<file path="config.mk">
export PLATFORM = sky130hd
export DESIGN_NAME = kbd_scan_emu
export DESIGN_NICKNAME = d
export VERILOG_FILES = /design/src/rtl/kbd_pkg.sv /design/src/rtl/kbd_char_src.sv /design/src/rtl/kbd_esc_fsm.sv /design/src/rtl/kbd_matrix.sv /design/src/rtl/kbd_scan_emu.sv
export SDC_FILE = /design/constraint.sdc
export NUM_CORES = 1
export LEC_CHECK = 0
export BUFFER_PORTS_ARGS = -buffer_cell sky130_fd_sc_hd__buf_2
export CORE_MARGIN = 2
export CORE_UTILIZATION = 55
export CTS_CLUSTER_SIZE = 40
export DETAILED_ROUTE_END_ITERATION = 12
export PLACE_DENSITY = 0.7
export REMOVE_ABC_BUFFERS = 1
export SLEW_MARGIN = 30
export SYNTH_ARGS = -nofsm -noshare
export SYNTH_HDL_FRONTEND = slang
export SYNTH_HIERARCHICAL = 1
export SYNTH_SLANG_ARGS = --single-unit
</file>
<file path="constraint.sdc">
create_clock -name clk -period 9.5 [get_ports clk]
set_input_delay 0.475 -clock clk [delete_from_list [all_inputs] [get_ports clk]]
set_output_delay 0.475 -clock clk [all_outputs]
set_load 0.005 [all_outputs]
</file>
<file path="src/rtl/kbd_pkg.sv">
package kbd_pkg;
    localparam int KEY_W      = 16;
    localparam int KEY_WORDS  = 6;
    localparam int KIDX_W     = 3;
    localparam logic [KIDX_W-1:0] MOD_WORD  = 3'd5;
    localparam logic [KEY_W-1:0]  SHIFT_BIT = 16'h0800;
    localparam logic [KEY_W-1:0]  CTRL_BIT  = 16'h0004;
    localparam logic [7:0] CODE_ESC = 8'd27;

    typedef enum logic [1:0] {
        ESC_IDLE       = 2'd0,
        ESC_WANT_BRKT  = 2'd1,
        ESC_WANT_FINAL = 2'd2
    } esc_state_t;

    typedef struct packed {
        logic              hit;
        logic [KIDX_W-1:0] idx;
        logic [KEY_W-1:0]  bits;
    } keymap_t;

    function automatic keymap_t km(input int w, input logic [KEY_W-1:0] b);
        keymap_t r;
        r.hit  = 1'b1;
        r.idx  = KIDX_W'(w);
        r.bits = b;
        return r;
    endfunction

    function automatic keymap_t lookup_key(input logic [7:0] ch);
        keymap_t r;
        r = '0;
        case (ch)
            8'h20: r = km(0, 16'h0001);  8'h5D: r = km(0, 16'h0002);
            8'h5C: r = km(0, 16'h0004);  8'h2F: r = km(0, 16'h0008);
            8'h0D: r = km(0, 16'h0040);  8'h0A: r = km(0, 16'h0040);
            8'h6C: r = km(0, 16'h0080);  8'h5B: r = km(0, 16'h0200);
            8'h27: r = km(0, 16'h0400);  8'h3B: r = km(0, 16'h0800);
            8'h2E: r = km(0, 16'h4000);  8'h6F: r = km(0, 16'h8000);
            8'h76: r = km(1, 16'h0010);  8'h63: r = km(1, 16'h0020);
            8'h78: r = km(1, 16'h0040);  8'h7A: r = km(1, 16'h0080);
            8'h3D: r = km(1, 16'h0200);  8'h2D: r = km(1, 16'h0400);
            8'h66: r = km(1, 16'h1000);  8'h64: r = km(1, 16'h2000);
            8'h73: r = km(1, 16'h4000);  8'h61: r = km(1, 16'h8000);
            8'h38: r = km(2, 16'h0001);  8'h37: r = km(2, 16'h0002);
            8'h36: r = km(2, 16'h0004);  8'h35: r = km(2, 16'h0008);
            8'h72: r = km(2, 16'h0010);  8'h65: r = km(2, 16'h0020);
            8'h77: r = km(2, 16'h0040);  8'h71: r = km(2, 16'h0080);
            8'h2C: r = km(2, 16'h0100);  8'h6D: r = km(2, 16'h0200);
            8'h6E: r = km(2, 16'h0400);  8'h62: r = km(2, 16'h0800);
            8'h30: r = km(2, 16'h4000);  8'h39: r = km(2, 16'h8000);
            8'h6B: r = km(3, 16'h0001);  8'h6A: r = km(3, 16'h0002);
            8'h68: r = km(3, 16'h0004);  8'h67: r = km(3, 16'h0008);
            8'h34: r = km(3, 16'h0010);  8'h33: r = km(3, 16'h0020);
            8'h32: r = km(3, 16'h0040);  8'h31: r = km(3, 16'h0080);
            8'h69: r = km(3, 16'h0100);  8'h75: r = km(3, 16'h0200);
            8'h79: r = km(3, 16'h0400);  8'h74: r = km(3, 16'h0800);
            8'h08: r = km(4, 16'h0010);  8'h70: r = km(4, 16'h0020);
            default: r = '0;
        endcase
        return r;
    endfunction
endpackage

</file>
<file path="src/rtl/kbd_char_src.sv">
module kbd_char_src (
    input  logic       clk,
    input  logic       rst_n,
    input  logic       tick,
    input  logic       in_valid,
    input  logic [7:0] in_data,
    output logic       in_ready,
    input  logic       push_en,
    input  logic [7:0] push_ch,
    output logic       take,
    output logic [7:0] cur_ch
);
    logic       pb_valid;
    logic [7:0] pb_ch;

    assign in_ready = tick && !pb_valid;
    assign take     = tick && (pb_valid || in_valid);
    assign cur_ch   = pb_valid ? pb_ch : in_data;

    always_ff @(posedge clk) begin
        if (!rst_n) begin
            pb_valid <= 1'b0;
            pb_ch    <= '0;
        end else if (push_en) begin
            pb_valid <= 1'b1;
            pb_ch    <= push_ch;
        end else if (take && pb_valid) begin
            pb_valid <= 1'b0;
        end
    end
endmodule

</file>
<file path="src/rtl/kbd_esc_fsm.sv">
module kbd_esc_fsm
    import kbd_pkg::*;
(
    input  logic              clk,
    input  logic              rst_n,
    input  logic              take,
    input  logic [7:0]        ch,
    output logic              wr_en,
    output logic [KIDX_W-1:0] wr_idx,
    output logic [KEY_W-1:0]  wr_bits,
    output logic              set_hold,
    output logic              push_en,
    output logic [7:0]        push_ch,
    output logic              key_event
);
    esc_state_t state, nxt;
    keymap_t    hit;
    logic       is_upper, is_ctrl;

    always_ff @(posedge clk) begin
        if (!rst_n)
            state <= ESC_IDLE;
        else if (take)
            state <= nxt;
    end

    always_comb begin
        hit      = lookup_key(ch);
        is_upper = (ch >= 8'd65) && (ch <= 8'd90);
        is_ctrl  = (ch >= 8'd1) && (ch <= 8'd26);
        nxt      = state;
        wr_en    = 1'b0;
        wr_idx   = '0;
        wr_bits  = '0;
        set_hold = 1'b0;
        push_en  = 1'b0;
        push_ch  = ch;
        unique case (state)
            ESC_IDLE: begin
                if (ch == CODE_ESC) begin
                    nxt = ESC_WANT_BRKT;
                end else if (hit.hit) begin
                    wr_en   = 1'b1;
                    wr_idx  = hit.idx;
                    wr_bits = hit.bits;
                end else if (is_upper) begin
                    wr_en    = 1'b1;
                    wr_idx   = MOD_WORD;
                    wr_bits  = SHIFT_BIT;
                    set_hold = 1'b1;
                    push_en  = 1'b1;
                    push_ch  = ch + 8'd32;
                end else if (is_ctrl) begin
                    wr_en    = 1'b1;
                    wr_idx   = MOD_WORD;
                    wr_bits  = CTRL_BIT;
                    set_hold = 1'b1;
                    push_en  = 1'b1;
                    push_ch  = ch + 8'd96;
                end
            end
            ESC_WANT_BRKT: begin
                nxt = (ch == 8'h5B) ? ESC_WANT_FINAL : ESC_IDLE;
            end
            ESC_WANT_FINAL: begin
                nxt    = ESC_IDLE;
                wr_idx = '0;
                case (ch)
                    8'h41: begin wr_en = 1'b1; wr_bits = 16'h1000; end
                    8'h42: begin wr_en = 1'b1; wr_bits = 16'h2000; end
                    8'h43: begin wr_en = 1'b1; wr_bits = 16'h0020; end
                    8'h44: begin wr_en = 1'b1; wr_bits = 16'h0010; end
                    default: wr_en = 1'b0;
                endcase
            end
            default: nxt = ESC_IDLE;
        endcase
        if (!take) begin
            wr_en    = 1'b0;
            set_hold = 1'b0;
            push_en  = 1'b0;
        end
        key_event = take && (nxt == ESC_IDLE);
    end
endmodule

</file>
<file path="src/rtl/kbd_matrix.sv">
module kbd_matrix #(
    parameter int N_WORDS = kbd_pkg::KEY_WORDS,
    parameter int WORD_W  = kbd_pkg::KEY_W,
    parameter int IDX_W   = kbd_pkg::KIDX_W,
    parameter int STAT_W  = 3
) (
    input  logic                      clk,
    input  logic                      rst_n,
    input  logic                      tick,
    input  logic                      wr_en,
    input  logic [IDX_W-1:0]          wr_idx,
    input  logic [WORD_W-1:0]         wr_bits,
    input  logic                      set_hold,
    input  logic                      key_event,
    input  logic [STAT_W-1:0]         stat_clr,
    output logic [N_WORDS*WORD_W-1:0] words_flat,
    output logic [STAT_W-1:0]         status
);
    localparam logic [STAT_W-1:0] KEY_SET = STAT_W'(3);

    logic hold;
    logic any_nz;
    logic keychg;

    assign any_nz = |words_flat;
    assign keychg = tick && (any_nz || key_event);

    for (genvar i = 0; i < N_WORDS; i++) begin : g_word
        always_ff @(posedge clk) begin
            if (!rst_n) begin
                words_flat[i*WORD_W +: WORD_W] <= '0;
            end else if (tick) begin
                if (wr_en && (wr_idx == IDX_W'(i)))
                    words_flat[i*WORD_W +: WORD_W] <= wr_bits;
                else if (!hold)
                    words_flat[i*WORD_W +: WORD_W] <= '0;
            end
        end
    end

    always_ff @(posedge clk) begin
        if (!rst_n) begin
            hold   <= 1'b0;
            status <= '0;
        end else begin
            if (tick)
                hold <= set_hold;
            status <= (status & ~stat_clr) | (keychg ? KEY_SET : '0);
        end
    end
endmodule

</file>
<file path="src/rtl/kbd_scan_emu.sv">
module kbd_scan_emu #(
    parameter int N_WORDS = kbd_pkg::KEY_WORDS,
    parameter int WORD_W  = kbd_pkg::KEY_W,
    parameter int ADDR_W  = 5,
    parameter logic [ADDR_W-1:0] STAT_ADDR = 5'h10
) (
    input  logic              clk,
    input  logic              rst_n,
    input  logic              scan_tick,
    input  logic              char_valid,
    input  logic [7:0]        char_data,
    output logic              char_ready,
    input  logic [ADDR_W-1:0] reg_addr,
    input  logic              reg_wr,
    input  logic [WORD_W-1:0] reg_wdata,
    output logic [WORD_W-1:0] reg_rdata,
    output logic              irq
);
    localparam int STAT_W = 3;
    localparam int IDX_W  = kbd_pkg::KIDX_W;

    logic                      take, push_en, wr_en, set_hold, key_event;
    logic [7:0]                cur_ch, push_ch;
    logic [IDX_W-1:0]          wr_idx;
    logic [WORD_W-1:0]         wr_bits;
    logic [STAT_W-1:0]         status, stat_clr;
    logic [N_WORDS*WORD_W-1:0] words_flat;

    kbd_char_src u_src (
        .clk(clk), .rst_n(rst_n), .tick(scan_tick),
        .in_valid(char_valid), .in_data(char_data), .in_ready(char_ready),
        .push_en(push_en), .push_ch(push_ch), .take(take), .cur_ch(cur_ch)
    );

    kbd_esc_fsm u_fsm (
        .clk(clk), .rst_n(rst_n), .take(take), .ch(cur_ch),
        .wr_en(wr_en), .wr_idx(wr_idx), .wr_bits(wr_bits),
        .set_hold(set_hold), .push_en(push_en), .push_ch(push_ch),
        .key_event(key_event)
    );

    kbd_matrix #(.N_WORDS(N_WORDS), .WORD_W(WORD_W), .IDX_W(IDX_W), .STAT_W(STAT_W)) u_mat (
        .clk(clk), .rst_n(rst_n), .tick(scan_tick),
        .wr_en(wr_en), .wr_idx(wr_idx), .wr_bits(wr_bits),
        .set_hold(set_hold), .key_event(key_event), .stat_clr(stat_clr),
        .words_flat(words_flat), .status(status)
    );

    assign stat_clr = (reg_wr && (reg_addr == STAT_ADDR)) ? reg_wdata[STAT_W-1:0] : '0;
    assign irq      = |status;

    always_comb begin
        reg_rdata = '0;
        for (int i = 0; i < N_WORDS; i++) begin
            if (reg_addr == ADDR_W'(2 * i))
                reg_rdata = words_flat[i*WORD_W +: WORD_W];
        end
        if (reg_addr == STAT_ADDR)
            reg_rdata = {{(WORD_W-STAT_W){1'b0}}, status};
    end
endmodule

</file>
==> results.yml, run 1 <==
yosys:
  synth_simple_gate_area_share_pct: 26.98
  synth_top_area_share_pct: 31.05
  synthXorXnorAreaFrac_pct: 0.1224
  synthAdderAreaFrac_pct: 1.749
  synthArstFlopShare_pct: 0
  synth-edff-count: 0
  yosys.area.top_type: "dfxtp_1"
  yosysSeqAreaShare_pct: 31.05
  syn_inst: 805
  yosys_warnings: 6
  ys_dominant_reg_cell: "dfxtp_1"
  yosysMostFrequentCell: "dfxtp_1"
  ys_types: 78
  ys_ff_latch: 111
  synth_area_um2: 7156
  synth_common_cells: "dfxtp_1, nor2b_1, a22oi_1"
  synthMuxAreaShare_pct: 8.271
  synth_top_family_by_area: "simple AND/OR/NAND/NOR gates"
  synth_compound_area_share_pct: 25.20
  syn_area_per_cell_um2: 8.889
  synthTopCellsByArea: "dfxtp_1, a22oi_1, nor2b_1"
route:
  wl_met2_mm: 9.671
  via_count: 6636
  avgRoutedWirePerCell_um: 23.04
  drtAntennaViolNets: 0
  drt-vias-per-instance: 6.927
  drc: 0
  drtPass1Iterations: 6
  wl_met1_mm: 9.113
  wl_met3_mm: 2.586
  drt_iter0_drc: 1142
  top_layer_used: "met4"
  wirelength_mm: 22.08
final_layout:
  syn_to_final_growth_pct: 4.441
  fillers: 1169
  n_antenna_cell: 0
  fin_nets: 825
  drive_gt1_share_pct: 18.96
sta:
  holdWs_ps: 513.7
  tightest_slew_ps: 1045
  final.min_clock_period_ps: 5583
  final.setup.tns_ps: 0
  hold_viol_final: 0
  fin_crit_sh_pct: 58.77
  setup_viol: 0
  slew_headroom_pct: 30.10
  fin_skew_ps: 7.460
  rsz0062_at_grt: "no"
  drv_slew: 0
  fmax_ghz: 0.1791
  setup_slack_ps: 3917
global_route:
  grt_pass1_wl_mm: 34.29
  grt_max_degree: 112
  overflow: 0
  antenna_found_initial: 0
  grt_pass1_vias: 6096
  grt_usage_pct: 31.25
floorplan:
  coreArea_um2: 12670
  die_y_um: 118.1
  start_util_pct: 56.47
  ios: 52
  die_x_um: 118.1
  die-area_um2: 13940
  core.rowCount: 41
run_status:
  status: "complete, no violations"
worst_setup_path:
  crit_path_end_kind: "register"
  path_max_fanout: 16
  path_class: "register to register"
  cp.required_ps: 9800
  crit_arrival_ps: 5880
  start_kind: "register"
clock_network:
  clk_latency_ps: 360
  clock_sinks: 111
  clkTransAtPathRegs_ps: 80
  cts_buffers: 9
  cts_resized: 0
  cts_buffer_depth: 2
  cts_root_buf: "clkbuf_16"
  postCtsSetupBuffers: 0
  hold_buffers: 0
  cts_tree: "done"
  ctsHtreeMaxLevel: 3
place:
  post-place-ws_ps: 4113
  place.gp.congestion: 0.9338
  hpwlAfterDp_mm: 14.54
  portBuffers: 38
pwr:
  irDropWorstVdd_mv: 0.1015
  p_leak_nw: 2.461
  powerDensity_nw_per_um2: 135.0
hold_path:
  holdCritPathClass: "input port to register"
job:
  drv_cap: 0
-- path summary, 6_finish.rpt --
check	from	end	slack, ps	depth (start not counted)
hold / removal	reg_wdata[2]	u_mat/status[2]$_SDFF_PN0_	510	3
hold reg to reg	u_src/pb_ch[1]$_SDFFE_PN0P_	u_src/pb_ch[1]$_SDFFE_PN0P_	530	2
setup reg to reg	u_src/pb_valid$_SDFFE_PN0P_	u_mat/words_flat[65]$_SDFFE_PN0P_	3920	13
setup / recovery	u_src/pb_valid$_SDFFE_PN0P_	u_mat/words_flat[65]$_SDFFE_PN0P_	3920	13
-- routing by layer --
metal | vias up | global-route usage, %
met1 | 3165 | 43.72
met4 | 0 | 9.714
met5 | - | 0
met3 | 63 | 8.769
met2 | 436 | 46.50
li1 | 2972 | -
-- kinds of logic (layout without fill, tap and decap cells) --
group / Yosys count / in the layout
xor gates and xnor gates: 1 / 1
muxes: 47 / 47
DFF: 111 / 111
and+or+nand+nor: 310 / 310
AOI/OAI and AO/OA: 240 / 240
adders and majority gates: 10 / 10
buffers and inverters: 86 / 67
-- cell type report --
type	instances	area (um^2)	area share [%]
timing repair buffer	40	205.2	2.746
multi-input combinational	608	4486	60.02
tap	172	215.2	2.880
clock inverter	7	78.83	1.055
inverter	11	41.29	0.5525
sequential	111	2222	29.73
clock buffer	9	225.2	3.014
-- metrics by stage --
stage | cell area [um^2] | utilization, % | power, mW | cells
global placement | 7143 | 56.37 | 0.6185 | 942
floorplan | 6723 | - | 0.5729 | 730
finish | 7473 | 58.98 | 1.009 | 958
global route | 7473 | 58.98 | 1.043 | 958
CTS | 7463 | 58.90 | 1.011 | 958
detailed placement | 7159 | 56.50 | 0.6230 | 942
-- sequential cells by signal, indices dropped and copies added (netlist names) --
signal and count:
u_src/pb_valid 1, u_fsm/state 2, u_src/pb_ch 8, u_mat/status 3
u_mat/hold 1, u_mat/words_flat 96
-- power by group --
part           total, mW  switching, mW  leakage, nW  internal [mW]
combinational      0.149          0.101         1.42         0.0488
sequential         0.468        0.00155        0.894          0.466
clock              0.392          0.184        0.144          0.208
-- cells in the final DEF (no fill, tap or decap), types with 5 or more instances in the layout --
cell       Yosys  routed
buf_2         16      38
a22oi_1      100     100
nand3_1       19      19
o22ai_1        7       7
mux2_2        25      25
a32oi_1       15      15
nand3b_1       5       5
nor4_1        28      28
nand2b_1      11      11
nor3_2         4       5
clkbuf_16      0       9
nor3_1        14      13
nor2_1        37      36
o21ai_0       33      33
a22oi_2       10      10
ha_1          10      10
nor2b_2       10      10
dfxtp_1      111     111
and3_1         6       6
a31oi_1        6       6
inv_1         11      11
mux2i_1       10      10
nand4_1        5       5
nor2b_1      105     105
a21oi_1       20      19
mux2_4         8       8
nand2_1       29      29
-- critical path, cell delays in order (launching register included) --
cell and delay [ps]:
dfxtp_1 670, mux2_4 410, inv_1 120, ha_1 530, nor2b_1 130, o21ba_2 240, o31ai_2 440, o21ai_4 140
or3_1 540, nor2_1 790, and4bb_1 300, o21ai_2 790, a22oi_1 230, nor2b_1 170
Note: power is estimated with default switching activity, not from simulation.
==> run 2: changes to the inputs <==
--- a/config.mk
+++ b/config.mk
@@ -10,7 +10,7 @@
 export CORE_UTILIZATION = 55
 export CTS_CLUSTER_SIZE = 40
 export DETAILED_ROUTE_END_ITERATION = 12
-export PLACE_DENSITY = 0.7
+export PLACE_DENSITY = 0.73
 export REMOVE_ABC_BUFFERS = 1
 export SLEW_MARGIN = 30
 export SYNTH_ARGS = -nofsm -noshare
==> constraint.sdc (replaced) <==
create_clock -name clk -period 4.6 [get_ports clk]
set_input_delay 0.23 -clock clk [delete_from_list [all_inputs] [get_ports clk]]
set_output_delay 0.23 -clock clk [all_outputs]
set_load 0.005 [all_outputs]
==> run 2 against run 1 <==
Against the previous run: first-iteration DRC count fell by 14%; clock skew fell by 1.7 ps; clock power rose by 81%; critical path type unchanged; combinational power rose by 120%; design area rose by 1.7%; wire length rose by 1.5%; largest power group unchanged; cell count rose by 2.2%.
==> results.yml, run 2 (synthesis gave the netlist of run 1 again) <==
global_route:
  grt_max_degree: 99
  grt_usage_pct: 31.35
  antenna_found_initial: 0
  met3_usage_pct: 6.638
  grtUsageMet1_pct: 43.34
  use_met2_pct: 47.98
  overflow: 0
  grt_pass1_vias: 6171
  grt_pass1_wl_mm: 34.27
  busiest_layer: "met2"
place:
  placed_area_um2: 7326
  hpwlAfterDp_mm: 15.19
  place.gp.congestion: 0.9473
  portBuffers: 38
  post-place-ws_ps: 220.3
sta:
  final.setup.tns_ps: 0
  slew_headroom_pct: 36.56
  drv_slew: 0
  tightest_slew_ps: 944.5
  setup_viol: 0
  fmax_ghz: 0.2291
  rsz0062_at_grt: "no"
  final.min_clock_period_ps: 4366
  fin_crit_sh_pct: 94.91
  fin_skew_ps: 5.786
  hold_viol_final: 0
  setup_slack_ps: 234.2
floorplan:
  die-area_um2: 13940
  core.rowCount: 41
  ios: 52
  coreArea_um2: 12670
  die_x_um: 118.1
  start_util_pct: 56.47
  die_y_um: 118.1
pwr:
  power_mw: 2.004
  irDropWorstVdd_mv: 0.1813
  p_leak_nw: 2.565
  powerDensity_nw_per_um2: 263.6
worst_setup_path:
  cp.required_ps: 4880
  critPathSlowestCell: "nor2_2"
  path_max_fanout: 16
  crit_arrival_ps: 4650
  path_class: "register to register"
  crit_path_end_kind: "register"
  cp_slowest_stage_delay_ps: 670
  path_cells: "mux2_4 -> inv_1 -> ha_1 -> buf_4 -> nor2b_1 -> o31ai_1 -> o31ai_2 -> o21ai_4 -> or3_1 -> nor2_1 -> nand2_1 -> nor2_2 -> a22oi_1 -> nor2b_1"
  start_kind: "register"
  cp_common_cell: "nor2b_1"
final_layout:
  final_core_util_pct: 60.01
  fillers: 1141
  drive_gt1_share_pct: 20.82
  top_regs: "u_mat/words_flat: 96 flops, u_src/pb_ch: 8 flops, u_mat/status: 3 flops"
  fin_nets: 849
  mostFrequentLayoutCells: "dfxtp_1, nor2b_1, a22oi_1, buf_2, nor2_1"
  largest_reg_flops: 96
  regMostFlops: "u_mat/words_flat"
  syn_to_final_growth_pct: 6.260
  final_cell_area_um2: 7604
  n_antenna_cell: 0
  layout_commonest_cell: "dfxtp_1"
route:
  drt-vias-per-instance: 6.899
  drtPass1Iterations: 8
  drt_iter0_drc: 978
  wirelength_mm: 22.41
  via_count: 6754
  avgRoutedWirePerCell_um: 22.89
  drc: 0
  drtAntennaViolNets: 0
clock_network:
  cts_buffers: 9
  clkTransAtPathRegs_ps: 70
  cts_buffer_depth: 2
  clk_latency_ps: 350
  postCtsSetupBuffers: 0
  cts_root_buf: "clkbuf_16"
  clock_sinks: 111
  cts_tree: "done"
  cts_resized: 0
  ctsHtreeMaxLevel: 3
  hold_buffers: 0
job:
  drv_cap: 0
hold_path:
  holdCritPathClass: "input port to register"
run_status:
  status: "complete, no violations"
==> run 2: layout make-up <==
class | instances | area [um^2] | share of cell area, %
multi-input cells | 608 | 4479 | 58.91
clock buffers | 10 | 239.0 | 3.143
clock inverters | 3 | 21.27 | 0.2797
inverters | 11 | 41.29 | 0.5430
flip-flops and latches | 111 | 2222 | 29.22
well taps | 172 | 215.2 | 2.830
repair buffers | 64 | 385.4 | 5.068
==> run 2: power by group <==
part	leakage (nW)	switching (mW)	internal [mW]
Clock	0.127	0.336	0.374
Combinational	1.54	0.214	0.114
Sequential	0.894	0.00280	0.964
==> run 2: critical path, delay by kind of cell (launching register included) <==
family	cells	cell delay (ps)
compound gates	4	820
mux	1	400
fa+ha+maj	1	180
flops	1	570
simple gates	6	1990
buf+inv	2	330
==> run 2: per-stage QoR <==
| stage | hold slack [ps] | std cells |
|---|---|---|
| 3_5_place_dp | 502.8 | 966 |
| 6_report | 223.1 | 979 |
| 2_1_floorplan | 347.5 | 730 |
| 3_3_place_gp | 494.1 | 966 |
| 4_1_cts | 232.0 | 979 |
| 5_1_grt | 247.1 | 979 |
==> run 2: layer usage <==
layer  up-vias  wire (um)  part of all wire [%]
li1       3012          -                     -
met1      3262       9157                    41
met2       418      10050                    45
met3        62       2500                    11
met4         0        703                   3.1
met5         -          0                     0
==> run 2: final timing paths <==
kind              depth (start not counted)                           endpoint  slack, ps                   startpoint
hold / removal                            2        u_src/pb_valid$_SDFFE_PN0P_        220                        rst_n
setup reg to reg                         14  u_mat/words_flat[49]$_SDFFE_PN0P_        230  u_src/pb_valid$_SDFFE_PN0P_
hold reg to reg                           1         u_mat/status[2]$_SDFF_PN0_        510   u_mat/status[2]$_SDFF_PN0_
setup / recovery                         14  u_mat/words_flat[49]$_SDFFE_PN0P_        230  u_src/pb_valid$_SDFFE_PN0P_
